==> src/rtl/cdt_pkg.sv <==
package cdt_pkg;

   typedef enum logic [2:0] {
      IDX_LOAD   = 3'd0,
      IDX_VALUE  = 3'd1,
      IDX_CTRL   = 3'd2,
      IDX_ICLR   = 3'd3,
      IDX_RIS    = 3'd4,
      IDX_MIS    = 3'd5,
      IDX_BGLOAD = 3'd6
   } reg_idx_e;

   typedef enum logic [1:0] {
      PRE_DIV1  = 2'b00,
      PRE_DIV_A = 2'b01,
      PRE_DIV_B = 2'b10,
      PRE_RSVD  = 2'b11
   } pre_sel_e;

   typedef struct packed {
      logic     en;        // bit 7
      logic     periodic;  // bit 6
      logic     ie;        // bit 5
      logic     rsv;       // bit 4
      pre_sel_e pre;       // bits 3:2
      logic     wide;      // bit 1
      logic     oneshot;   // bit 0
   } ctrl_t;

   localparam logic [7:0] CTRL_RESET = 8'h20;

endpackage

==> src/rtl/cdt_prescale.sv <==
module cdt_prescale
   import cdt_pkg::*;
#(
   parameter int PRE_W     = 8,
   parameter int DIV_A_LOG = 4,
   parameter int DIV_B_LOG = 8
) (
   input  logic     clk,
   input  logic     rst_n,
   input  logic     run,
   input  logic     tick_en,
   input  logic     restart,
   input  pre_sel_e pre,
   output logic     tick_o
);
   localparam logic [PRE_W-1:0] LIM_A = PRE_W'((1 << DIV_A_LOG) - 1);
   localparam logic [PRE_W-1:0] LIM_B = PRE_W'((1 << DIV_B_LOG) - 1);

   if (DIV_A_LOG > PRE_W || DIV_B_LOG > PRE_W || DIV_A_LOG < 1) begin : g_bad_div
      $error("cdt_prescale: divider exponents must lie in 1..PRE_W");
   end

   logic [PRE_W-1:0] pcnt;
   logic [PRE_W-1:0] lim;
   logic             hit;

   always_comb begin
      case (pre)
         PRE_DIV_A: lim = LIM_A;
         PRE_DIV_B: lim = LIM_B;
         default:   lim = '0;
      endcase
   end

   assign hit    = (pcnt >= lim);
   assign tick_o = run & tick_en & hit & ~restart;

   always_ff @(posedge clk or negedge rst_n) begin
      if (!rst_n)                pcnt <= '0;
      else if (restart)          pcnt <= '0;
      else if (run && tick_en)   pcnt <= hit ? '0 : pcnt + 1'b1;
   end

   AST_PRE_RESTART: assert property (@(posedge clk) disable iff (!rst_n)
      restart |=> (pcnt == '0));

   AST_PRE_IDLE: assert property (@(posedge clk) disable iff (!rst_n)
      (!run && !restart) |=> $stable(pcnt));

endmodule

==> src/rtl/cdt_core.sv <==
module cdt_core #(
   parameter int CNT_W = 32
) (
   input  logic             clk,
   input  logic             rst_n,
   input  logic             tick,
   input  logic             wide,
   input  logic             oneshot,
   input  logic             periodic,
   input  logic             load_wr,
   input  logic [CNT_W-1:0] load_data,
   input  logic [CNT_W-1:0] reload_val,
   output logic [CNT_W-1:0] value_o,
   output logic             expire_o
);
   localparam int HALF_W = CNT_W / 2;
   localparam logic [CNT_W-1:0] HALF_MASK = {{(CNT_W-HALF_W){1'b0}}, {HALF_W{1'b1}}};

   logic [CNT_W-1:0] cnt;
   logic [CNT_W-1:0] mask;
   logic [CNT_W-1:0] cur;
   logic [CNT_W-1:0] reload_src;

   assign mask       = wide ? '1 : HALF_MASK;
   assign cur        = cnt & mask;
   assign reload_src = (oneshot || periodic) ? (reload_val & mask) : mask;
   assign expire_o   = tick & ~load_wr & (cur == CNT_W'(1));
   assign value_o    = cur;

   always_ff @(posedge clk or negedge rst_n) begin
      if (!rst_n) begin
         cnt <= '0;
      end else if (load_wr) begin
         cnt <= load_data;
      end else if (tick) begin
         if (cur == '0) begin
            if (!oneshot) cnt <= reload_src;
         end else begin
            cnt <= (cnt - 1'b1) & mask;
         end
      end
   end

   AST_LOAD_NOW: assert property (@(posedge clk) disable iff (!rst_n)
      load_wr |=> (cnt == $past(load_data)));

   AST_IDLE_HOLD: assert property (@(posedge clk) disable iff (!rst_n)
      (!tick && !load_wr) |=> $stable(cnt));

   AST_ONESHOT_PARK: assert property (@(posedge clk) disable iff (!rst_n)
      (tick && !load_wr && oneshot && (cur == '0)) |=> (value_o == '0));

endmodule

==> src/rtl/cdt_timer.sv <==
module cdt_timer
   import cdt_pkg::*;
#(
   parameter int ADDR_W    = 5,
   parameter int CNT_W     = 32,
   parameter int PRE_W     = 8,
   parameter int DIV_A_LOG = 4,
   parameter int DIV_B_LOG = 8
) (
   input  logic              clk,
   input  logic              rst_n,
   input  logic              psel,
   input  logic              penable,
   input  logic              pwrite,
   input  logic [ADDR_W-1:0] paddr,
   input  logic [CNT_W-1:0]  pwdata,
   output logic [CNT_W-1:0]  prdata,
   input  logic              tick_en,
   output logic              irq
);
   if (ADDR_W < 5) begin : g_bad_addr
      $error("cdt_timer: ADDR_W must be at least 5");
   end
   if (CNT_W < 16 || (CNT_W % 2) != 0) begin : g_bad_cnt
      $error("cdt_timer: CNT_W must be even and at least 16");
   end

   reg_idx_e         idx;
   logic             wr, wr_load, wr_ctrl, wr_clr, wr_bg;
   ctrl_t            ctrl_q;
   logic [CNT_W-1:0] reload_q;
   logic             raw_q;
   logic             tick;
   logic             expire;
   logic [CNT_W-1:0] value;

   assign idx     = reg_idx_e'(paddr[4:2]);
   assign wr      = psel & penable & pwrite;
   assign wr_load = wr & (idx == IDX_LOAD);
   assign wr_ctrl = wr & (idx == IDX_CTRL);
   assign wr_clr  = wr & (idx == IDX_ICLR);
   assign wr_bg   = wr & (idx == IDX_BGLOAD);

   always_ff @(posedge clk or negedge rst_n) begin
      if (!rst_n) begin
         ctrl_q <= ctrl_t'(CTRL_RESET);
      end else if (wr_ctrl) begin
         ctrl_q     <= ctrl_t'(pwdata[7:0]);
         ctrl_q.rsv <= 1'b0;
      end else if (expire && ctrl_q.oneshot) begin
         ctrl_q.en <= 1'b0;
      end
   end

   always_ff @(posedge clk or negedge rst_n) begin
      if (!rst_n)                 reload_q <= '0;
      else if (wr_load || wr_bg)  reload_q <= pwdata;
   end

   always_ff @(posedge clk or negedge rst_n) begin
      if (!rst_n)       raw_q <= 1'b0;
      else if (expire)  raw_q <= 1'b1;
      else if (wr_clr)  raw_q <= 1'b0;
   end

   cdt_prescale #(
      .PRE_W(PRE_W), .DIV_A_LOG(DIV_A_LOG), .DIV_B_LOG(DIV_B_LOG)
   ) u_pre (
      .clk(clk), .rst_n(rst_n), .run(ctrl_q.en), .tick_en(tick_en),
      .restart(wr_ctrl), .pre(ctrl_q.pre), .tick_o(tick)
   );

   cdt_core #(.CNT_W(CNT_W)) u_core (
      .clk(clk), .rst_n(rst_n), .tick(tick), .wide(ctrl_q.wide),
      .oneshot(ctrl_q.oneshot), .periodic(ctrl_q.periodic),
      .load_wr(wr_load), .load_data(pwdata), .reload_val(reload_q),
      .value_o(value), .expire_o(expire)
   );

   assign irq = raw_q & ctrl_q.ie;

   always_comb begin
      case (idx)
         IDX_LOAD, IDX_BGLOAD: prdata = reload_q;
         IDX_VALUE:            prdata = value;
         IDX_CTRL:             prdata = CNT_W'(ctrl_q);
         IDX_RIS:              prdata = CNT_W'(raw_q);
         IDX_MIS:              prdata = CNT_W'(raw_q & ctrl_q.ie);
         default:              prdata = '0;
      endcase
   end

   AST_CLR_LOSES: assert property (@(posedge clk) disable iff (!rst_n)
      (wr_clr && expire) |=> raw_q);

   AST_CLR_WORKS: assert property (@(posedge clk) disable iff (!rst_n)
      (wr_clr && !expire) |=> !raw_q);

   AST_ONESHOT_STOP: assert property (@(posedge clk) disable iff (!rst_n)
      (expire && ctrl_q.oneshot && !wr_ctrl) |=> !ctrl_q.en);

   AST_EXPIRE_RUN: assert property (@(posedge clk) disable iff (!rst_n)
      expire |-> ctrl_q.en);

endmodule

==> config.mk <==
export PLATFORM = sky130hd
export DESIGN_NAME = cdt_timer
export DESIGN_NICKNAME = d
export VERILOG_FILES = /design/src/rtl/cdt_pkg.sv /design/src/rtl/cdt_prescale.sv /design/src/rtl/cdt_core.sv /design/src/rtl/cdt_timer.sv
export SDC_FILE = /design/constraint.sdc
export NUM_CORES = 1
export LEC_CHECK = 0
export ABC_AREA = 0
export BUFFER_PORTS_ARGS = -buffer_cell sky130_fd_sc_hd__clkbuf_2
export CELL_PAD_IN_SITES_DETAIL_PLACEMENT = 1
export CELL_PAD_IN_SITES_GLOBAL_PLACEMENT = 1
export CORE_AREA = 2 2 122 124
export DETAILED_ROUTE_END_ITERATION = 10
export DIE_AREA = 0 0 124 126
export PLACE_DENSITY = 0.73
export SYNTH_ARGS = -nofsm -noshare
export SYNTH_HDL_FRONTEND = slang
export SYNTH_HIERARCHICAL = 1
export SYNTH_SLANG_ARGS = --single-unit
==> constraint.sdc <==
create_clock -name clk -period 2.86 [get_ports clk]
set_clock_uncertainty 0.15 [all_clocks]
set_input_delay 0.143 -clock clk [delete_from_list [all_inputs] [get_ports clk]]
set_output_delay 0.143 -clock clk [all_outputs]
set_load 0.01 [all_outputs]
# Yosys cells after proc, flatten, opt, wreduce, memory -nomap -nowiden
# Index checks and enable logic that the tools add are counted.
# word_totals
latch_bits	0
regBits	80
input_bits	43
n_memories	0
elab_cells	68
ram_bits	0
romBits	0
out_inout_bits	33
# classes
addsub	2
reduce_logical	12
n_mul	0
shift	0
div_mod_pow	0
mux	15
n_eq_ne	10
n_bitwise	18
magnitude_cmp	1
# ops
operator	n
$mux 32	6
$pmux 32 s5	1
$and 32x32->32	3
$eq 32x1->1 const B	1
$logic_not 32->1	1
$sub 32x1->32 const B	1
$mux 8	3
$pmux 8 s2	1
$and 1x1->1	13
$eq 3x3->1 const B	3
$add 8x1->8 const B	1
$ge 8x8->1	1
$reduce_bool 2->1	4
$eq 3x2->1 const B	2
$mux 1	4
$eq 3x1->1 const B	1
$logic_not 3->1	1
$ne 3x2->1 const B	1
$eq 2x1->1 const B	1
$eq 2x2->1 const B	1
$logic_and 1x1->1	2
$logic_or 1x1->1	2
$not 1->1	2
$reduce_and 2->1	1
$reduce_or 2->1	1

# Logic depth before layout (Yosys ltp)
# logic_depth
word_depth	10
depth_mapped	15
ltp_nobuf	14

# Hierarchy
# The synthesis kept the hierarchy.
# by_module_without_submodules
mod	seq_area_each_um2	area_each_um2	n_inst	cells_each
cdt_core	800.8	2955.3	1	393
cdt_timer	1002.2	2077.0	1	161
cdt_prescale	200.2	585.6	1	64

# Worst setup path after synthesis
# No wires, ideal clock.
# synth_path
kind	register to register
from	register u_core.cnt[17]
to	register ctrl_q[7] (netlist bit)
t_required_ns	2.585
stages_incl_launch_ff	11
arrival_time_ns	2.573
setup_time_ns	0.125
synth_period_minus_slack_ns	2.848
setup_slack_ns	0.012
n_path_buf	4
cell_sequence	dfrtp_1 > or4_1 > buf_2 > or3_1 > buf_6 > o31a_1 > buf_6 > clkbuf_1 > nor2_1 > a21boi_0 > mux2_2
# synth_between
elab_chain_len	5
# synth_lines
element	line	text
from (decl)	cdt_core.sv:19	logic [CNT_W-1:0] cnt;
from (signal assigned)	cdt_core.sv:34	cnt <= load_data;
from (signal assigned)	cdt_core.sv:37	if (!oneshot) cnt <= reload_src;
from (signal assigned)	cdt_core.sv:39	cnt <= (cnt - 1'b1) & mask;
$and 32x32->32	cdt_core.sv:25	assign cur = cnt & mask;
$eq 32x1->1	cdt_core.sv:27	assign expire_o = tick & ~load_wr & (cur == CNT_W'(1));
$and 1x1->1	cdt_core.sv:27	
via expire	cdt_timer.sv:34	logic expire;
$logic_and 1x1->1	cdt_timer.sv:50	end else if (expire && ctrl_q.oneshot) begin
$reduce_bool 2->1 (no line)	-	
to (signal assigned)	cdt_timer.sv:46	ctrl_q <= ctrl_t'(CTRL_RESET);
to (signal assigned)	cdt_timer.sv:48	ctrl_q <= ctrl_t'(pwdata[7:0]);
to (decl)	cdt_timer.sv:30	ctrl_t ctrl_q;
# The timed path passes the listed nets, and every way through them passes these cells.
# A chain may end at the register's enable or synchronous reset.

# Worst setup path in the final report
# layout_path
from	register ctrl_q[2] (netlist bit)
to	register u_core.cnt[31]
# layout_between
elab_chain_len	7
word_cells_on_any_way	8
classes_between	order compare: 1; eq/ne: 2; mux: 1; bitwise: 2; reduce/logical: 2
# layout_lines
element	line	text
$eq 2x2->1 or $eq 2x1->1 (tied branches)	cdt_prescale.sv:28	case (pre)
$pmux 8 s2 *	cdt_prescale.sv:28	
$ge 8x8->1 *	cdt_prescale.sv:35	assign hit = (pcnt >= lim);
$and 1x1->1 * (2 in a row)	cdt_prescale.sv:36	assign tick_o = run & tick_en & hit & ~restart;
via tick	cdt_timer.sv:33	logic tick;
$reduce_bool 2->1 (no line) *	-	
$reduce_and 2->1 (no line) *	-	
# Mark *: on every way through the listed nets, which the timed path passes. The rest lies on a longest branch.

==> key figures <==
Clock tree
  • H-tree depth: 3
  • Max clock buf depth: 2
  • Clk sinks: 80
  • CTS root buf: clkbuf_16
  • CTS tree: built
  • CTS clk-pin slew, worst paths: 70 ps
  • Num CTS Buffers: 9
  • Clk_lat worst skew: between 300 and 400 ps

STA
  • Fmax: 338.9 MHz
  • Final Setup Violations: 7
  • Slew Limit Fails: 0
  • Max_slew headroom: 0.2620
  • RSZ-0062 raised after global routing: true
  • Fin. Hold Viols: 0
  • TNS Setup: -338.7 ps
  • Period utilization: 1.032
  • Fin worst setup slack: -91.13 ps
  • Actual slew at the worst max-slew pin: 1107 ps
  • Tmin final: 2951 ps

Min path
  • Hold path depth: 3
  • Hold Path Origin: paddr[4]
  • Hold Path Class: in -> reg
  • Hold worst-path end: raw_q$_DFFE_PN0P_

Logic synthesis
  • Share of the synthesized area in the top cell type: 0.3519
  • Post-synthesis cell count: 618
  • YS warnings: 6
  • Synth Cell Area: 0.005618 sq mm
  • Synth Net Count: 670
  • Post-synthesis sequential area ratio: 0.3566
  • Number of synthesized flops with an enable pin: 0
  • Post-synth top flop: dfrtp_1
  • Synth area leaders: dfrtp_1, mux2_2, a22o_1
  • Distinct cells, synth: 70
  • Post-synth ARST share: 1.000
  • Flops & latches, synth: 80
  • Mean Syn Cell Area: 9.090 sq um
  • Synth area leader: dfrtp_1

Die
  • Die height: about 130 um
  • Core Box Area: 0.01431 sq mm
  • DIE AREA: 0.01562 sq mm
  • Num rows: 44
  • Die Width: 124 um
  • Ports: 76
  • Starting Density: 0.3925

Setup path
  • Critical path endpoint category: register
  • R2r endpoint: u_core/cnt[31]$_DFFE_PN0P_
  • Critical Path RT: 3010 ps
  • Crit path DAT: 3100 ps
  • Setup CP Type: reg -> reg
  • Worst r2r path cells: 14
  • Crit. Startpoint: ctrl_q[2]$_DFFE_PN0P_
  • Largest fanout on the critical path: 6
  • Worst R2R Start: ctrl_q[2]$_DFFE_PN0P_
  • Worst setup SP type: register
  • Flop2flop setup slack: -90 ps

Drt
  • Via count: 5611
  • Initial DRC Count: 370
  • Wire per inst: 21.77 um
  • Vias per inst: 5.944
  • TritonRoute pass-1 iters: 5
  • Post-DRT Antenna Nets: 0
  • Final WL: 20550 um
  • Residual DRC: 0

Global route
  • Total global-route track usage: 0.2677
  • Grt ovf: 0
  • Vias in the first global route: approximately 6000
  • First-pass GRT wire length: 32220 um
  • Largest net degree at the start of global routing: 81
  • Initial antenna violation count: 0

Place
  • Hpwl dp: between 10000 and 15000 um
  • Placer Congestion: 0.9084
  • Placed cells: 876
  • Post-Place Setup Slack: -130.6 ps
  • Port Buffers: 73

Run status
  • Failing checks: negative setup slack
  • Outcome: complete, but fails checks

Run
  • Maxcap violations: 0

Cells and area
  • Nets: 807
  • Share of cells above drive strength 1: 0.3513
  • Fin util: 0.5198
  • Ant diodes: 0
  • Synthesis-to-finish area growth: 32.45%
  • Final instance count without filler cells: 944

Power
  • Peak VDD IR: 0.3300 mV
  • PD cells: 759.3 mW/mm^2
  • Final Power: 5650 uW
  • P_leak: 0.003214 uW
[placed cells by master (no fill, tap or decap), types with 15 or more instances in the layout]
master,n
o21ai_0,19
nand3_1,15
inv_1,17
and2_1,18
a21oi_1,38
nor2b_1,17
buf_4,65
nand2_1,40
mux2_2,43
a22o_1,30
nor2_1,36
clkbuf_2,72
dlygate4sd3_1,34
dfrtp_1,79
nor3_1,21
[layer usage]
metal	share of wire	global-route usage	vias up
met4	0.018	0.1110	0
met3	0.042	0.03986	23
met5	0	0	-
met1	0.43	0.3423	2877
li1	-	-	2549
met2	0.51	0.4489	162
[timing repair]
action	4_1_cts	5_1_grt
gates cloned	1	0
gates resized for setup	11	65
pin swaps	4	12
setup endpoints to repair	25	27
buffers inserted	6	12
hold buffers	34	0
endpoints found under the hold margin	147	0
[per-stage QoR]
step                      hold slack (ps)  cell area (sq um)
final                               131.1               7441
after CTS                           124.4               7096
after detailed placement            242.2               6315
after global routing                162.5               7441
after floorplan                    -302.6               5618
after global placement              229.9               6315
[cell families (layout without fill, tap and decap cells)]
group / after synthesis / in the layout / share of synthesized area
xor gates and xnor gates: 11 / 11 / 0.01849
AOI/OAI and AO/OA: 190 / 190 / 0.2419
adders and majority gates: 9 / 9 / 0.02004
and+or+nand+nor: 199 / 200 / 0.1844
muxes: 52 / 52 / 0.1029
DFF: 80 / 80 / 0.3566
buffers and inverters: 77 / 218 / 0.07572
[cell usage after synthesis, drive strengths merged, types with 3 or more instances]
| cell type | n |
|---|---|
| a22oi | 10 |
| clkbuf | 22 |
| xnor2 | 3 |
| a21oi | 42 |
| nand2 | 46 |
| mux2 | 46 |
| or4 | 3 |
| o41ai | 4 |
| mux2i | 6 |
| o21a | 3 |
| dfrtp | 79 |
| inv | 20 |
| nor2b | 17 |
| xor2 | 8 |
| o31a | 5 |
| a31oi | 4 |
| o21ai | 33 |
| a221o | 3 |
| o211ai | 11 |
| a22o | 30 |
| and2 | 19 |
| nor3 | 24 |
| nand3 | 16 |
| o31ai | 9 |
| nor2 | 41 |
| or3 | 7 |
| nand3b | 3 |
| nor4 | 8 |
| a211oi | 4 |
| buf | 35 |
| ha | 9 |
| a21o | 6 |
| o2111ai | 3 |
| a32oi | 8 |
| nand2b | 4 |
[worst max-delay path, stage by stage, from the launching register on]
cell and delay [ps]:
dfrtp_1 390, inv_2 70, ha_4 140, clkinvlp_4 200, ha_4 370, nand2_4 60, nor3_4 210, a21oi_2 100
nor2_4 200, buf_4 160, buf_6 90, nand2_2 60, or3_1 370, o31a_1 260, nand3_2 70
[flip-flops by register name, summed over array words and instances (netlist names)]
signal	flops
u_core/cnt	32
raw_q	1
ctrl_q	7
u_pre/pcnt	8
reload_q	32
[final cells by class]
class | instances | area (sq um)
Timing Repair Buffer | 182 | 1313
Multi-Input combinational cell | 462 | 3491
Clock inverter | 3 | 65.06
Fill cell | 1652 | 6873
Inverter | 20 | 78.83
Clock buffer | 13 | 260.3
Sequential cell | 80 | 2003
Tap cell | 184 | 230.2
[worst max path at each step]
| stage | endpoint | slack (ps) | depth (start not counted) |
|---|---|---|---|
| 6_report | u_core/cnt[31]$_DFFE_PN0P_ | -90 | 14 |
| 5_1_grt | ctrl_q[7]$_DFFE_PN0P_ | -190 | 14 |
| 4_1_cts | u_core/cnt[29]$_DFFE_PN0P_ | 8 | 14 |
| 3_5_place_dp | u_core/cnt[19]$_DFFE_PN0P_ | -130 | 7 |
| 3_3_place_gp | u_core/cnt[0]$_DFFE_PN0P_ | -9 | 7 |
| 2_1_floorplan | ctrl_q[7]$_DFFE_PN0P_ | 10 | 10 |
[report_power, final]
part / switching [uW] / internal, uW / total [uW]
Combinational: 1260 / 1140 / 2400
Clock: 499 / 813 / 1310
Sequential: 466 / 1470 / 1940
Total: 2230 / 3420 / 5650
Note: power is estimated with default switching activity, not from simulation.
